**config.mk**
```make
export PLATFORM = sky130hd
export DESIGN_NAME = dram_ctrl
export DESIGN_NICKNAME = d
export VERILOG_FILES = /design/src/rtl/dram_ctrl.sv
export SDC_FILE = /design/constraint.sdc
export NUM_CORES = 1
export LEC_CHECK = 0
export BUFFER_PORTS_ARGS = -buffer_cell sky130_fd_sc_hd__buf_4
export CORE_UTILIZATION = 25
export DETAILED_ROUTE_END_ITERATION = 12
export SKIP_CTS_REPAIR_TIMING = 1
export SLEW_MARGIN = 20
export SYNTH_ARGS = -nofsm -noshare
export SYNTH_HDL_FRONTEND = slang
export SYNTH_SLANG_ARGS = --single-unit
```
**constraint.sdc**
```tcl
create_clock -name clk -period 2.2 [get_ports clk]
set_clock_uncertainty 0.15 [all_clocks]
set_input_delay 0.22 -clock clk [delete_from_list [all_inputs] [get_ports clk]]
set_output_delay 0.22 -clock clk [all_outputs]
set_load 0.005 [all_outputs]
```
**src/rtl/dram_ctrl.sv**
```systemverilog
module dram_ctrl #(
  parameter int ROW_W      = 11,
  parameter int COL_W      = 11,
  parameter int DQ_W       = 4,
  parameter int REF_PERIOD = 780
) (
  input  logic                   clk,
  input  logic                   rst_n,
  input  logic                   req,
  input  logic                   is_mem,
  input  logic                   wr,
  input  logic [ROW_W+COL_W-1:0] addr,
  input  logic [DQ_W-1:0]        wdata,
  output logic                   ready,
  output logic [DQ_W-1:0]        rdata,
  output logic [((ROW_W > COL_W) ? ROW_W : COL_W)-1:0] dram_addr,
  output logic                   ras_n,
  output logic                   cas_n,
  output logic                   we_n,
  output logic                   oe_n,
  output logic [DQ_W-1:0]        dq_out,
  input  logic [DQ_W-1:0]        dq_in
);

  localparam int AW  = ROW_W + COL_W;
  localparam int MAW = (ROW_W > COL_W) ? ROW_W : COL_W;
  localparam int RCW = (REF_PERIOD > 1) ? $clog2(REF_PERIOD) : 1;

  typedef enum logic [3:0] {
    S_IDLE, S_ROW, S_RAS, S_MUX, S_CAS, S_DATA, S_END, S_PRE,
    R_ROW, R_RAS, R_HOLD, R_PRE
  } st_t;

  st_t              st;
  logic [AW-1:0]    a_q;
  logic             wr_q;
  logic [DQ_W-1:0]  wd_q;
  logic [DQ_W-1:0]  rd_q;
  logic [ROW_W-1:0] rf_row;
  logic [RCW-1:0]   ref_cnt;
  logic             ref_pend;

  wire accept   = (st == S_IDLE) && !ref_pend && req && is_mem;
  wire ref_go   = (st == S_IDLE) && ref_pend;
  wire ref_tick = (ref_cnt == RCW'(REF_PERIOD - 1));

  always_ff @(posedge clk or negedge rst_n) begin
    if (!rst_n) begin
      ref_cnt  <= '0;
      ref_pend <= 1'b0;
    end else begin
      ref_cnt <= ref_tick ? '0 : ref_cnt + 1'b1;
      if (ref_tick)    ref_pend <= 1'b1;
      else if (ref_go) ref_pend <= 1'b0;
    end
  end

  always_ff @(posedge clk or negedge rst_n) begin
    if (!rst_n) begin
      st     <= S_IDLE;
      a_q    <= '0;
      wr_q   <= 1'b0;
      wd_q   <= '0;
      rd_q   <= '0;
      rf_row <= '0;
    end else begin
      case (st)
        S_IDLE: begin
          if (ref_go) st <= R_ROW;
          else if (accept) begin
            st   <= S_ROW;
            a_q  <= addr;
            wr_q <= wr;
            wd_q <= wdata;
          end
        end
        S_ROW:  st <= S_RAS;
        S_RAS:  st <= S_MUX;
        S_MUX:  st <= S_CAS;
        S_CAS:  st <= S_DATA;
        S_DATA: begin
          st <= S_END;
          if (!wr_q) rd_q <= dq_in;
        end
        S_END:  st <= S_PRE;
        S_PRE:  st <= S_IDLE;
        R_ROW:  st <= R_RAS;
        R_RAS:  st <= R_HOLD;
        R_HOLD: st <= R_PRE;
        R_PRE: begin
          st     <= S_IDLE;
          rf_row <= rf_row + 1'b1;
        end
        default: st <= S_IDLE;
      endcase
    end
  end

  wire row_phase = (st == S_ROW) || (st == S_RAS);
  wire col_phase = (st == S_MUX) || (st == S_CAS) || (st == S_DATA);
  wire ref_phase = (st == R_ROW) || (st == R_RAS) || (st == R_HOLD) || (st == R_PRE);
  wire cas_on    = (st == S_CAS) || (st == S_DATA);

  always_comb begin
    if (ref_phase)      dram_addr = MAW'(rf_row);
    else if (col_phase) dram_addr = MAW'(a_q[COL_W-1:0]);
    else                dram_addr = MAW'(a_q[AW-1:COL_W]);
  end

  assign ras_n  = !((st == S_RAS) || col_phase || (st == R_RAS) || (st == R_HOLD));
  assign cas_n  = !cas_on;
  assign we_n   = !(wr_q && cas_on);
  assign oe_n   = !(!wr_q && (st == S_DATA));
  assign dq_out = wd_q;
  assign ready  = (st == S_END);
  assign rdata  = rd_q;

  wire unused_ok = row_phase;

  assert_cas_needs_ras_R2: assert property (@(posedge clk) disable iff (!rst_n)
    !cas_n |-> !ras_n);

  assert_addr_hold_R2: assert property (@(posedge clk) disable iff (!rst_n)
    (!cas_n && $past(!cas_n)) |-> $stable(dram_addr));

  assert_we_oe_apart_R4: assert property (@(posedge clk) disable iff (!rst_n)
    !(!we_n && !oe_n));

  assert_oe_after_cas_R4: assert property (@(posedge clk) disable iff (!rst_n)
    !oe_n |-> $past(!cas_n));

  assert_ready_single_R5: assert property (@(posedge clk) disable iff (!rst_n)
    ready |=> !ready);

  assert_io_ignored_R6: assert property (@(posedge clk) disable iff (!rst_n)
    (st == S_IDLE && !ref_pend && req && !is_mem) |=> (ras_n && !ready));

  assert_refresh_no_cas_R7: assert property (@(posedge clk) disable iff (!rst_n)
    ($fell(ras_n) && !unused_ok && ref_phase) |-> cas_n);

endmodule

```
**After elaboration in Yosys (flattened, before gate mapping)**

Cells that the tools add are included.

- $add $sub $neg: 2
- $mul: 0
- Div/mod/pow operators: 0
- Order comparisons: 0
- Equality and inequality tests: 12
- Shift-type cells: 0
- Mux-type cells: 8
- Bitwise operators: 2
- Reductions and logical operators: 25

Operators by type and width:

| kind | number |
|---|---|
| 4-bit one-hot mux with 10 select lines | 1 |
| 11-bit 2-to-1 mux | 2 |
| 4-bit == test (second input constant) | 4 |
| 4-bit by 3-bit == test with 1-bit output (second input constant) | 3 |
| 11-bit by 1-bit adder with 11-bit output (second input constant) | 1 |
| 10-bit by 1-bit adder with 10-bit output (second input constant) | 1 |
| 10-bit == test (second input constant) | 1 |
| 10-bit 2-to-1 mux | 1 |
| 1-bit logical OR | 9 |
| 4-bit by 2-bit == test with 1-bit output (second input constant) | 2 |
| 4-bit 2-to-1 mux | 2 |
| 1-bit logical AND | 6 |
| 1-bit zero test | 6 |
| 4-bit by 1-bit == test with 1-bit output (second input constant) | 1 |
| 4-bit zero test | 1 |
| 3-bit != test (second input constant) | 1 |
| 3-bit AND reduction | 1 |
| 1-bit 2-to-1 mux | 2 |
| 1-bit inverter | 2 |
| 2-bit AND reduction | 1 |
| 2-bit nonzero test | 1 |

- Register bits: 57
- Latch bits: 0
- Bits in writable memories: 0
- ROM bits: 0
- Input bits: 35
- Output and inout bits: 24
- Logic and storage cells: 57
- Memories: 0

**Longest topological paths before layout**

Gate-level depths: netlist of the first run.

- Word-level depth: 7
- Gate-level depth with buffers: 5
- Depth with buffers taken out: 4

**Worst setup path after synthesis of the first run**

Ideal clock, no wire load.

- Kind: register to register
- Start: register st[1]
- End: register a_q[10]
- Library setup time: 127 ps
- Data arrival time: 1554 ps
- Data required time: 1923 ps
- Setup slack: 368 ps
- Cell stages (with the launch flop): 5
- Buffers on the path: 1
- Period minus slack after synthesis: 1832 ps
- Path through: dfrtp_1 or4_4 nor2_8 buf_6 mux2_1

- Word-level cells in the longest chain between the ends: 5
- Elaborated cells between the ends (all ways): 7
- Classes of those cells: bitwise: 1; reduce/logical: 6

Ends and longest elaborated chain:

| what | line | source |
|---|---|---|
| from (decl) | 34 | `st_t st;` |
| from (signal assigned) | 60 | `st <= S_IDLE;` |
| from (signal assigned) | 69 | `if (ref_go) st <= R_ROW;` |
| from (signal assigned) | 71 | `st <= S_ROW;` |
| 4-bit zero test (*) | 43, 44, 67 |  |
| 1-bit logical AND (3 in a row) | 43 | `wire accept = (st == S_IDLE) && !ref_pend && req && is_mem;` |
| 3-bit AND reduction (no source line) (*) | n/a |  |
| to (signal assigned) | 72 | `a_q <= addr;` |
| to (decl) | 35 | `logic [AW-1:0] a_q;` |

Every way passes the cells marked *; elsewhere a longest branch is shown, timed or not.
A chain may end at the register's enable or synchronous reset.

**Worst setup path after layout of the first run**

- Start: register st[1]
- End: output port dram_addr[9] (netlist name)

- Word-level cells in the longest chain between the ends: 5
- Elaborated cells between the ends (all ways): 14
- Classes of those cells: eq/ne: 7; mux: 2; reduce/logical: 5

Ends and longest elaborated chain:

| what | line | source |
|---|---|---|
| 4-bit by 2-bit == test with 1-bit output (tied with other cells) | 100 | `wire col_phase = (st == S_MUX) \|\| (st == S_CAS) \|\| (st == S_DATA);` |
| 1-bit logical OR, on equally long branches (2 in a row) | 100, 101 |  |
| 11-bit 2-to-1 mux or 1-bit logical OR (tied branches) | 106, 101 |  |
| 11-bit 2-to-1 mux (*) | 105 | `if (ref_phase) dram_addr = MAW'(rf_row);` |
| to (decl) | 16 | `output logic [((ROW_W > COL_W) ? ROW_W : COL_W)-1:0] dram_addr,` |

Marked as above.

==> Flow_metrics.wiki, run 1 <==
{| class="wikitable"
! Metric !! Value
|-
| Core Footprint || 10800 µm²
|-
| Average via count per standard cell || roughly 4.6
|-
| Tot GR Track Use || 11.8%
|-
| Worst slack, placed || 0.186 ns
|-
| CP Cell Sequence || and3b_1, or2_4, o211ai_1, buf_4
|-
| Required time reported for the critical path endpoint || 1.83 ns
|-
| Critical Path Source Type || register
|-
| Clock-pin slew reported for the worst setup and hold paths after clock tree synthesis || around 0.060 ns
|-
| Detailed Route WL || 6.53 mm
|-
| Number of antenna violations at the first check in global routing || 0
|-
| Average wire per cell in the routed design || 13.7 µm
|-
| Multiplexer fraction of the synthesized cell area || around an eighth
|-
| Library cell used as clock root buffer || sky130_fd_sc_hd__clkbuf_8
|-
| Slew Limit Headroom || 51.8%
|-
| Power density over cell area || 1040 nW/µm²
|-
| Final cycle utilization of the critical path || 94.5%
|-
| Number of distinct standard cells referenced by the synthesized netlist || 41
|-
| Number of slew-limit violations in the final report || 0
|-
| Maximum Capacitance Violations || 0
|-
| # DRC || 0
|-
| Top flip-flop cell by instance count after synthesis || sky130_fd_sc_hd__dfrtp_1
|-
| Post-synthesis async set-or-reset flop share || between 90% and 100%
|-
| Outcome || completed
|-
| X dimension of the die || roughly 110 µm
|-
| CTS tree || built
|-
| Area used by sequential logic in the layout || 1430 µm²
|-
| Placement Rows || 38
|-
| Number of instances in the synthesized netlist || around 240
|-
| Initial standard-cell utilization of the core || between 20% and 30%
|-
| Met3 routed WL || roughly 410 µm
|-
| Worst Slack Setup Final || between 0.1 and 0.15 ns
|-
| Antenna-violating nets left || 0
|-
| Pin count of the biggest net entering global routing || 58
|-
| CP Capture Type || output pin
|-
| Final nets || between 300 and 400
|-
| Power Total || around 4100 µW
|-
| Arrival time at the worst endpoint || between 1.5 and 2 ns
|-
| Slew of the pin with the lowest slew margin || between 0.7 and 0.8 ns
|-
| Detail Placement HPWL || between 4 and 5 mm
|-
| Worst-path fanout max || 12
|-
| Synthesis Warnings || 0
|-
| Fraction of layout cells with a size suffix above 1 || between 20 and 30%
|-
| TritonCTS buffer count || 9
|-
| Cell area after technology mapping || roughly 2800 µm²
|-
| Synth Area in XOR/XNOR || about 5.7%
|-
| Filler cell count in the final layout || 1064
|-
| Post-synthesis compound-gate area fraction || 11.3%
|-
| Post-synth net total || approximately 280
|-
| Global-route wire length before repair || between 10 and 15 mm
|-
| Worst vdd rail ir drop || 0.000577 V
|-
| Area growth from synthesis to final layout || 41.1%
|-
| Top Family by Delay on Critical Path || simple AND/OR/NAND/NOR gates
|-
| DR iter-0 viols || 90
|-
| Combinational family with the most area after synthesis || simple AND/OR/NAND/NOR gates
|-
| Basic-gate share of the synthesized area counting and, or, nand and nor cells || between 10 and 15%
|-
| Min-delay worst type || primary input to register
|-
| Cell at the slowest stage of the critical path || sky130_fd_sc_hd__dfrtp_1
|-
| Average footprint of a synthesized cell || between 10 and 15 µm²
|-
| Flops & latches, synth || 57
|-
| Remaining global-route overflow || 0
|-
| Final-report setup violation count || 0
|-
| Share of the yosys chip area belonging to registers || roughly half
|-
| Vert. Die Dim || 107 µm
|-
| Via count of the first global-routing pass || roughly 2100
|-
| Quantity of I/O buffers inserted on ports || 58
|-
| Leakage power total || ~0.0017 µW
|-
| Diodes inserted || 0
|-
| CTS H-Tree Depth || 3
|-
| EDFF count, synth || 0
|-
| Met2 Routed Length || around 3.2 mm
|-
| Post-layout minimum cycle time || between 2 and 2.5 ns
|-
| Source-to-sink clock delay at the later pin of the worst-skew pair || 0.33 ns
|-
| Met1 Routed Length || roughly 2.9 mm
|-
| Routed via count || between 2000 and 2500
|-
| Sum Neg Setup Slack || 0 ns
|-
| Top routing layer in use || met4
|-
| CP peak stage delay || roughly 0.43 ns
|-
| Final weighted congestion of routability-driven global placement || 0.786
|-
| Number of detailed-route iterations in the first pass || 4
|-
| Number of sinks handled by clock tree synthesis || 57
|-
| Final hold violation count || 0
|-
| Buffer levels on the longest clock path || 2
|-
| Number of top-level pins || 59
|-
| Worst Path Buf+Inv || 1
|-
| Critical path class || register to output pin
|-
| Floorplan die area || between 10000 and 15000 µm²
|-
| Arithmetic-cell share of the synthesized area counting full adders, half adders and majority gates || less than 1%
|-
| Combined area of the multi-input logic cells || 1260 µm²
|-
| Setup repair after global routing missed its margin || no
|-
| Highest attainable clock frequency || 481 MHz
|}
## placed cells by master (no fill, tap or decap), drive strengths merged, types with 6 or more instances in the layout
cell,synthesis,layout
nand3,8,8
a22oi,11,11
xnor2,12,12
o211ai,22,22
buf,5,68
clkbuf,11,10
dfrtp,57,57
nand2,19,19
mux2,31,31
dlygate4sd3,0,32
nand4,8,8
nor2,6,6
xor2,6,6
## sequential cells by signal, summed over array words and instances, names as in the netlist
register,flops
ref_pend,1
wr_q,1
rdata,4
st,4
dq_out,4
a_q,22
ref_cnt,10
rf_row,11
## Yosys cell counts (all sizes together), types with 2 or more instances
cell | count | area, µm²
xor2 | 6 | 52.6
or4 | 2 | 18.8
a21o | 3 | 22.5
nand2 | 19 | 71.3
nor2b | 3 | 18.8
nand3b | 2 | 15.0
and3 | 3 | 18.8
buf | 5 | 37.5
nand2b | 2 | 12.5
nor3 | 3 | 15.0
o211ai | 22 | 165
inv | 3 | 11.3
nand4 | 8 | 50.1
ha | 2 | 25.0
clkbuf | 11 | 42.5
a22oi | 11 | 82.6
mux2 | 31 | 349
or3 | 2 | 12.5
nand3 | 8 | 40.0
a21oi | 3 | 15.0
nor2 | 6 | 38.8
nor4 | 3 | 25.0
dfrtp | 57 | 1430
xnor2 | 12 | 105
## worst paths after layout
kind | start | endpoint | slack [ns] | cells past startpoint
min | is_mem | st[0]$_DFFE_PN0P_ | 0.22 | 3
min reg2reg | rf_row[10]$_DFFE_PN0N_ | rf_row[10]$_DFFE_PN0N_ | 0.33 | 1
max reg2reg | st[2]$_DFFE_PN0P_ | dq_out[1]$_DFFE_PN0P_ | 0.18 | 5
min in group asynchronous | rst_n | rf_row[3]$_DFFE_PN0N_ | 0.33 | 2
max in group asynchronous | rst_n | st[2]$_DFFE_PN0P_ | 1.03 | 2
max | st[1]$_DFFE_PN0P_ | dram_addr[9] | 0.12 | 4
## power by group
part / total (µW) / internal [µW] / switching, µW
sequential: 1570 / 1370 / 207
clock: 930 / 535 / 395
combinational: 1560 / 918 / 643
total: 4070 / 2820 / 1250
## final cells by class
class,instances,area share (%)
multi-input cells,162,32.2
flip-flops and latches,57,36.6
well taps,140,4.50
inverters,3,0.289
clock inverters,4,1.16
repair buffers,100,21.6
clock buffers,10,3.53
## metrics by stage
| step | cell area (µm²) | util [%] | std cells | hold WS, ns |
|---|---|---|---|---|
| final | 3900 | 36.1 | 476 | 0.218 |
| after global routing | 3900 | 36.1 | 476 | 0.224 |
| after CTS | 3550 | 32.9 | 442 | -0.183 |
| after detailed placement | 3360 | 31.2 | 428 | 0.184 |
| after global placement | 3360 | 31.2 | 428 | 0.177 |
| after floorplan | 2760 | - | 238 | -0.226 |
## routing by layer
| metal | global-route usage (%) | vias to the layer above |
|---|---|---|
| met5 | 0 | - |
| met4 | 2.05 | 0 |
| met2 | 19.0 | 61 |
| met3 | 4.56 | 3 |
| met1 | 15.3 | 1063 |
| li1 | - | 1058 |
## worst min-delay path: cells and delay by family
kind / cells / cell delay, ns
simple gates: 1 / 0.21
buf+inv: 1 / 0.11
compound gates: 1 / 0.11
## logic make-up (layout without fill, tap and decap cells)
| group | count (synthesis) | in the layout |
|---|---|---|
| adder cells (fa/ha/maj) | 2 | 2 |
| flip-flops | 57 | 57 |
| multiplexers | 31 | 31 |
| AO/OA/AOI/OAI | 43 | 43 |
| XOR/XNOR | 18 | 18 |
| AND/OR/NAND/NOR | 68 | 68 |
| buffers and inverters | 19 | 117 |
(Power assumes the default switching activity.)
==> run 2: changes to the inputs <==
Settings changed: BUFFER_PORTS_ARGS -buffer_cell sky130_fd_sc_hd__buf_4 to unset, DONT_BUFFER_PORTS set to 1.
==> run 2 against run 1 <==
Against the previous run:
- global-route usage fell by 0.55 points
- count of clock-buffer cells in the layout up 1
- sequential power about the same
- worst hold slack got worse by 0.051 ns
- first-iteration DRC count shrank 18%
- largest cell class unchanged
==> Flow_metrics.wiki, run 2 (synthesis gave the netlist of run 1 again) <==
{| class="wikitable"
! Metric !! Value
|-
| # DRC || 0 (unchanged)
|-
| Combined area of the multi-input logic cells || 1250 µm² (-0.50%)
|-
| Largest regs || a_q (22), rf_row (11), ref_cnt (10)
|-
| Number of detailed-route iterations in the first pass || 4 (unchanged)
|-
| Filler cell count in the final layout || 1098 (+3.2%)
|-
| Critical path class || register to output pin
|-
| Startpoint of the most critical hold path || is_mem
|-
| Power density over cell area || 1040 nW/µm² (-0.50%)
|-
| Outcome || completed
|-
| Crit Reg-Reg Startpoint || st[3]$_DFFE_PN0P_
|-
| Antenna-violating nets left || 0 (unchanged)
|-
| Via count of the first global-routing pass || 1870 (-9.8%)
|-
| Worst vdd rail ir drop || 0.000426 V (-26%)
|-
| Final weighted congestion of routability-driven global placement || 0.746 (-5.0%)
|-
| Diodes inserted || 0 (unchanged)
|-
| Number of flip-flops under the largest register name || 22 (unchanged)
|-
| TritonCTS buffer count || 9 (unchanged)
|-
| Arrival time at the worst endpoint || 1.73 ns (+0.02 ns)
|-
| Number of sinks handled by clock tree synthesis || 57 (unchanged)
|-
| Source-to-sink clock delay at the later pin of the worst-skew pair || 0.33 ns (about the same)
|-
| CTS tree || built
|-
| Final cycle utilization of the critical path || 95.5% (+0.97 points)
|-
| Placement Rows || 38 (unchanged)
|-
| Buffer levels on the longest clock path || 2 (unchanged)
|-
| Post-layout minimum cycle time || 2.10 ns (+0.0214 ns)
|-
| Maximum Capacitance Violations || 0 (unchanged)
|-
| CP Capture Type || output pin
|-
| Library cell used as clock root buffer || sky130_fd_sc_hd__clkbuf_8
|-
| Most used cells in the layout excluding fill and tap cells || sky130_fd_sc_hd__dfrtp_1 (57), sky130_fd_sc_hd__dlygate4sd3_1 (32), sky130_fd_sc_hd__o211ai_1 (22), sky130_fd_sc_hd__mux2_1 (22), sky130_fd_sc_hd__nand2_1 (19)
|-
| Sum Neg Setup Slack || 0 ns (unchanged)
|-
| CTS H-Tree Depth || 3 (unchanged)
|-
| Critical Path Source Type || register
|-
| Min-delay worst type || primary input to register
|-
| Final nets || 313 (-15%)
|-
| Number of slew-limit violations in the final report || 0 (unchanged)
|-
| Remaining global-route overflow || 0 (unchanged)
|-
| Leakage power total || 0.00145 µW (-16%)
|-
| Floorplan die area || 11500 µm² (unchanged)
|-
| Leading cell type in the layout, fill and taps excluded || sky130_fd_sc_hd__dfrtp_1
|-
| Core Footprint || 10800 µm² (unchanged)
|-
| Source of the critical timing path || st[1]$_DFFE_PN0P_
|-
| Clock-pin slew reported for the worst setup and hold paths after clock tree synthesis || 0.06 ns (about the same)
|-
| Average wire per cell in the routed design || 15.0 µm (+9.1%)
|-
| Quantity of I/O buffers inserted on ports || 0 (-100%)
|-
| Global-route wire length before repair || 9.71 mm (-6.8%)
|-
| Required time reported for the critical path endpoint || 1.83 ns (about the same)
|-
| X dimension of the die || 107 µm (unchanged)
|-
| Final standard cell utilization of the core || 32.2% (-3.9 points)
|-
| Final hold violation count || 0 (unchanged)
|-
| Detailed Route WL || 6.29 mm (-3.7%)
|-
| Average via count per standard cell || 4.82 (+4.9%)
|-
| Worst-path fanout max || 12 (unchanged)
|-
| Routed via count || 2023 (-7.4%)
|-
| Slew of the pin with the lowest slew margin || 0.740 ns (+0.0171 ns)
|-
| Number of antenna violations at the first check in global routing || 0 (unchanged)
|-
| Initial standard-cell utilization of the core || 25.6% (unchanged)
|-
| Setup repair after global routing missed its margin || no
|-
| Area growth from synthesis to final layout || 25.8%
|-
| DR iter-0 viols || 74 (-18%)
|-
| Slew Limit Headroom || 50.0% (-1.8 points)
|-
| Fraction of layout cells with a size suffix above 1 || 14.3% (-15 points)
|-
| Vert. Die Dim || 107 µm (unchanged)
|-
| Tot GR Track Use || 11.3% (-0.55 points)
|-
| Pin count of the biggest net entering global routing || 58 (unchanged)
|-
| Power Total || 3610 µW (-11%)
|-
| Detail Placement HPWL || 4.46 mm (-4.3%)
|-
| Highest attainable clock frequency || 476 MHz (-1.0%)
|-
| Number of top-level pins || 59 (unchanged)
|-
| Biggest register || a_q
|-
| Area used by sequential logic in the layout || 1430 µm² (about the same)
|-
| Final-report setup violation count || 0 (unchanged)
|}
run 2: per-layer routing:
layer  GRT usage (%)  vias up  part of all wire, %
li1                -      945                    -
met4            3.23        0                 0.81
met2            17.3       57                   47
met1            13.8     1016                   44
met3            5.78        5                  7.6
met5               0        -                    0
run 2: report_power, final:
part	total, µW	internal, µW	switching (µW)
sequential	1590	1370	221
combinational	1120	550	570
clock	899	511	388
total	3610	2430	1180
run 2: layout make-up:
cell class | instances | area share (%)
sequential | 57 | 41.1
inverter | 3 | 0.324
clock buffer | 11 | 3.78
clock inverter | 4 | 1.30
multi-input combinational | 162 | 36.0
tap | 140 | 5.04
timing repair buffer | 43 | 12.5
run 2: worst paths after layout:
check	to	slack, ns	cells past startpoint
min in group asynchronous	rf_row[4]$_DFFE_PN0N_	0.26	2
max in group asynchronous	st[2]$_DFFE_PN0P_	1.38	2
worst min register to register	rf_row[10]$_DFFE_PN0N_	0.33	1
worst max register to register	a_q[17]$_DFFE_PN0P_	0.24	4
worst max-delay path	dram_addr[4]	0.1	4
worst min-delay path	st[0]$_DFFE_PN0P_	0.17	2
run 2: critical path, cell delays in order (launching register included):
cell and delay (ns):
sky130_fd_sc_hd__dfrtp_1 0.38, sky130_fd_sc_hd__buf_4 0.18, sky130_fd_sc_hd__and3b_1 0.19, sky130_fd_sc_hd__or2_4 0.32
sky130_fd_sc_hd__o211ai_1 0.32
run 2: metrics by stage:
stage          std cells  hold slack, ns  worst slack [ns]  instance area, µm²
4_1_cts              387          -0.589           -0.0444                3120
6_report             420           0.167            0.0990                3470
5_1_grt              420           0.148           0.00400                3470
3_5_place_dp         372          -0.223             0.256                2940
3_3_place_gp         372          -0.223             0.294                2940
2_1_floorplan        238          -0.226             0.368                2760
==> run 3: changes to the inputs <==
Settings changed: CELL_PAD_IN_SITES_DETAIL_PLACEMENT set to 2, CELL_PAD_IN_SITES_GLOBAL_PLACEMENT set to 2, PLACE_DENSITY_LB_ADDON set to 0.1.
==> run 3 against run 2 <==
Against the previous run:
- global-route usage is 2.6 points higher
- register-to-register slack worse by 0.13 ns
- largest power group unchanged
- combinational power hardly changed
- first-iteration DRC count is 31% lower
- worst hold slack worse by 0.090 ns
==> Flow_metrics.wiki, run 3 (synthesis gave the netlist of run 1 again) <==
{| class="wikitable"
! Metric !! Value
|-
| CTS tree || built
|-
| Tot GR Track Use || 13.9% (+2.6 points)
|-
| Required time reported for the critical path endpoint || 2.26 ns (+0.43 ns)
|-
| Post-layout minimum cycle time || 2.09 ns (-0.00613 ns)
|-
| Routed via count || 2094 (+3.5%)
|-
| Combined area of the multi-input logic cells || 1250 µm² (unchanged)
|-
| Maximum Capacitance Violations || 0 (unchanged)
|-
| Post-place instance area || 2980 µm² (+1.2%)
|-
| Vert. Die Dim || 107 µm (unchanged)
|-
| Core Footprint || 10800 µm² (unchanged)
|-
| Final hold violation count || 0 (unchanged)
|-
| CP Capture Type || register
|-
| Power density over cell area || 1080 nW/µm² (+3.6%)
|-
| CTS H-Tree Depth || 3 (unchanged)
|-
| CP Cell Sequence || buf_4, or4_4, nor2_8, buf_12, mux2_1
|-
| Highest attainable clock frequency || 477 MHz (+0.29%)
|-
| Largest regs || a_q (22), rf_row (11), ref_cnt (10)
|-
| Library cell used as clock root buffer || sky130_fd_sc_hd__clkbuf_8
|-
| Final Cell Area || 3580 µm² (+3.0%)
|-
| Top Family by Delay on Critical Path || simple AND/OR/NAND/NOR gates
|-
| Via count of the first global-routing pass || 2122 (+13%)
|-
| TritonCTS buffer count || 9 (unchanged)
|-
| Critical Path Source Type || register
|-
| Leakage power total || 0.00148 µW (+2.5%)
|-
| Filler cell count in the final layout || 1160 (+5.6%)
|-
| Final weighted congestion of routability-driven global placement || 0.695 (-6.9%)
|-
| Average via count per standard cell || 4.93 (+2.3%)
|-
| Average wire per cell in the routed design || 17.9 µm (+20%)
|-
| Critical path class || register to register
|-
| X dimension of the die || 107 µm (unchanged)
|-
| Source-to-sink clock delay at the later pin of the worst-skew pair || 0.33 ns (about the same)
|-
| Biggest register || a_q
|-
| Slew of the pin with the lowest slew margin || 0.568 ns (-0.172 ns)
|-
| Detailed Route WL || 7.63 mm (+21%)
|-
| Number of top-level pins || 59 (unchanged)
|-
| Leading cell type in the layout, fill and taps excluded || sky130_fd_sc_hd__dfrtp_1
|-
| Setup repair after global routing missed its margin || no
|-
| Buffer levels on the longest clock path || 2 (unchanged)
|-
| Fraction of layout cells with a size suffix above 1 || 16.5% (+2.2 points)
|-
| Number of flip-flops under the largest register name || 22 (unchanged)
|-
| Floorplan die area || 11500 µm² (unchanged)
|-
| Reg2Reg Setup Slack || 0.11 ns (-0.13 ns)
|-
| Final-report setup violation count || 0 (unchanged)
|-
| Global-route wire length before repair || 11.7 mm (+21%)
|-
| Min-delay worst type || primary input to register
|-
| Area growth from synthesis to final layout || 29.5%
|-
| Outcome || completed
|-
| Area used by sequential logic in the layout || 1430 µm² (unchanged)
|-
| Cell at the slowest stage of the critical path || sky130_fd_sc_hd__or4_4
|-
| Detail Placement HPWL || 5.18 mm (+16%)
|-
| Most used cells in the layout excluding fill and tap cells || sky130_fd_sc_hd__dfrtp_1 (57), sky130_fd_sc_hd__dlygate4sd3_1 (32), sky130_fd_sc_hd__o211ai_1 (22), sky130_fd_sc_hd__mux2_1 (22), sky130_fd_sc_hd__nand2_1 (19)
|-
| Number of sinks handled by clock tree synthesis || 57 (unchanged)
|-
| Arrival time at the worst endpoint || 2.16 ns (+0.43 ns)
|-
| Number of detailed-route iterations in the first pass || 6 (+2)
|-
| Placement Rows || 38 (unchanged)
|-
| # DRC || 0 (unchanged)
|-
| Slew Limit Headroom || 61.6% (+12 points)
|-
| Quantity of I/O buffers inserted on ports || 0 (unchanged)
|-
| Antenna-violating nets left || 0 (unchanged)
|-
| Number of slew-limit violations in the final report || 0 (unchanged)
|-
| Diodes inserted || 0 (unchanged)
|-
| Number of antenna violations at the first check in global routing || 0 (unchanged)
|-
| Worst Path Buf+Inv || 2 (+1)
|-
| DR iter-0 viols || 51 (-31%)
|-
| Initial standard-cell utilization of the core || 25.6% (unchanged)
|-
| CP peak stage delay || 0.55 ns (+0.17 ns)
|-
| Final nets || 317 (+1.3%)
|-
| Pin count of the biggest net entering global routing || 58 (unchanged)
|-
| Clock-pin slew reported for the worst setup and hold paths after clock tree synthesis || 0.07 ns (about the same)
|-
| Worst-path fanout max || 21 (+9)
|-
| Sum Neg Setup Slack || 0 ns (unchanged)
|-
| Worst vdd rail ir drop || 0.000389 V (-8.7%)
|-
| Remaining global-route overflow || 0 (unchanged)
|-
| Final cycle utilization of the critical path || 95.2% (-0.28 points)
|}
-- run 3: layout make-up --
class,instances,area share (%)
inverter,3,0.315
clock inverter,6,2.55
multi-input combinational,162,34.9
sequential,57,39.9
tap,140,4.90
timing repair buffer,47,13.6
clock buffer,10,3.85
-- run 3: per-stage QoR --
step | hold WS [ns] | util (%) | instances | total power, µW | setup slack (ns)
after global placement | -0.223 | 27.6 | 375 | 2650 | 0.213
after detailed placement | -0.224 | 27.6 | 375 | 2690 | 0.181
after global routing | 0.0559 | 33.1 | 425 | 4120 | 0.0125
final | 0.0777 | 33.1 | 425 | 3850 | 0.105
after floorplan | -0.226 | - | 238 | 2340 | 0.368
after CTS | -0.613 | 29.7 | 391 | 3850 | -0.178
-- run 3: power breakdown --
group	total (µW)	internal (µW)	switching, µW
Clock	1110	670	444
Combinational	1150	574	572
Sequential	1590	1360	222
-- run 3: routing by layer --
metal,routed length (µm),track usage (%)
met1,3350,16.3
met5,0,0
met2,3870,23.5
met3,337,4.86
met4,62,4.40
-- run 3: worst paths after layout --
kind	from	endpoint	cells past startpoint
setup reg to reg	st[0]$_DFFE_PN0P_	a_q[16]$_DFFE_PN0P_	5
hold reg to reg	rf_row[10]$_DFFE_PN0N_	rf_row[10]$_DFFE_PN0N_	1
setup / recovery	st[0]$_DFFE_PN0P_	a_q[16]$_DFFE_PN0P_	5
max in group asynchronous	rst_n	st[2]$_DFFE_PN0P_	2
min in group asynchronous	rst_n	a_q[17]$_DFFE_PN0P_	2
hold / removal	is_mem	st[0]$_DFFE_PN0P_	2
-- run 3: worst register-to-register path: cells and delay by family (launching register included) --
family                 cells  cell delay, ns
flip-flops                 1            0.38
buffers and inverters      2            0.34
multiplexers               1            0.35
AND/OR/NAND/NOR            2            0.75
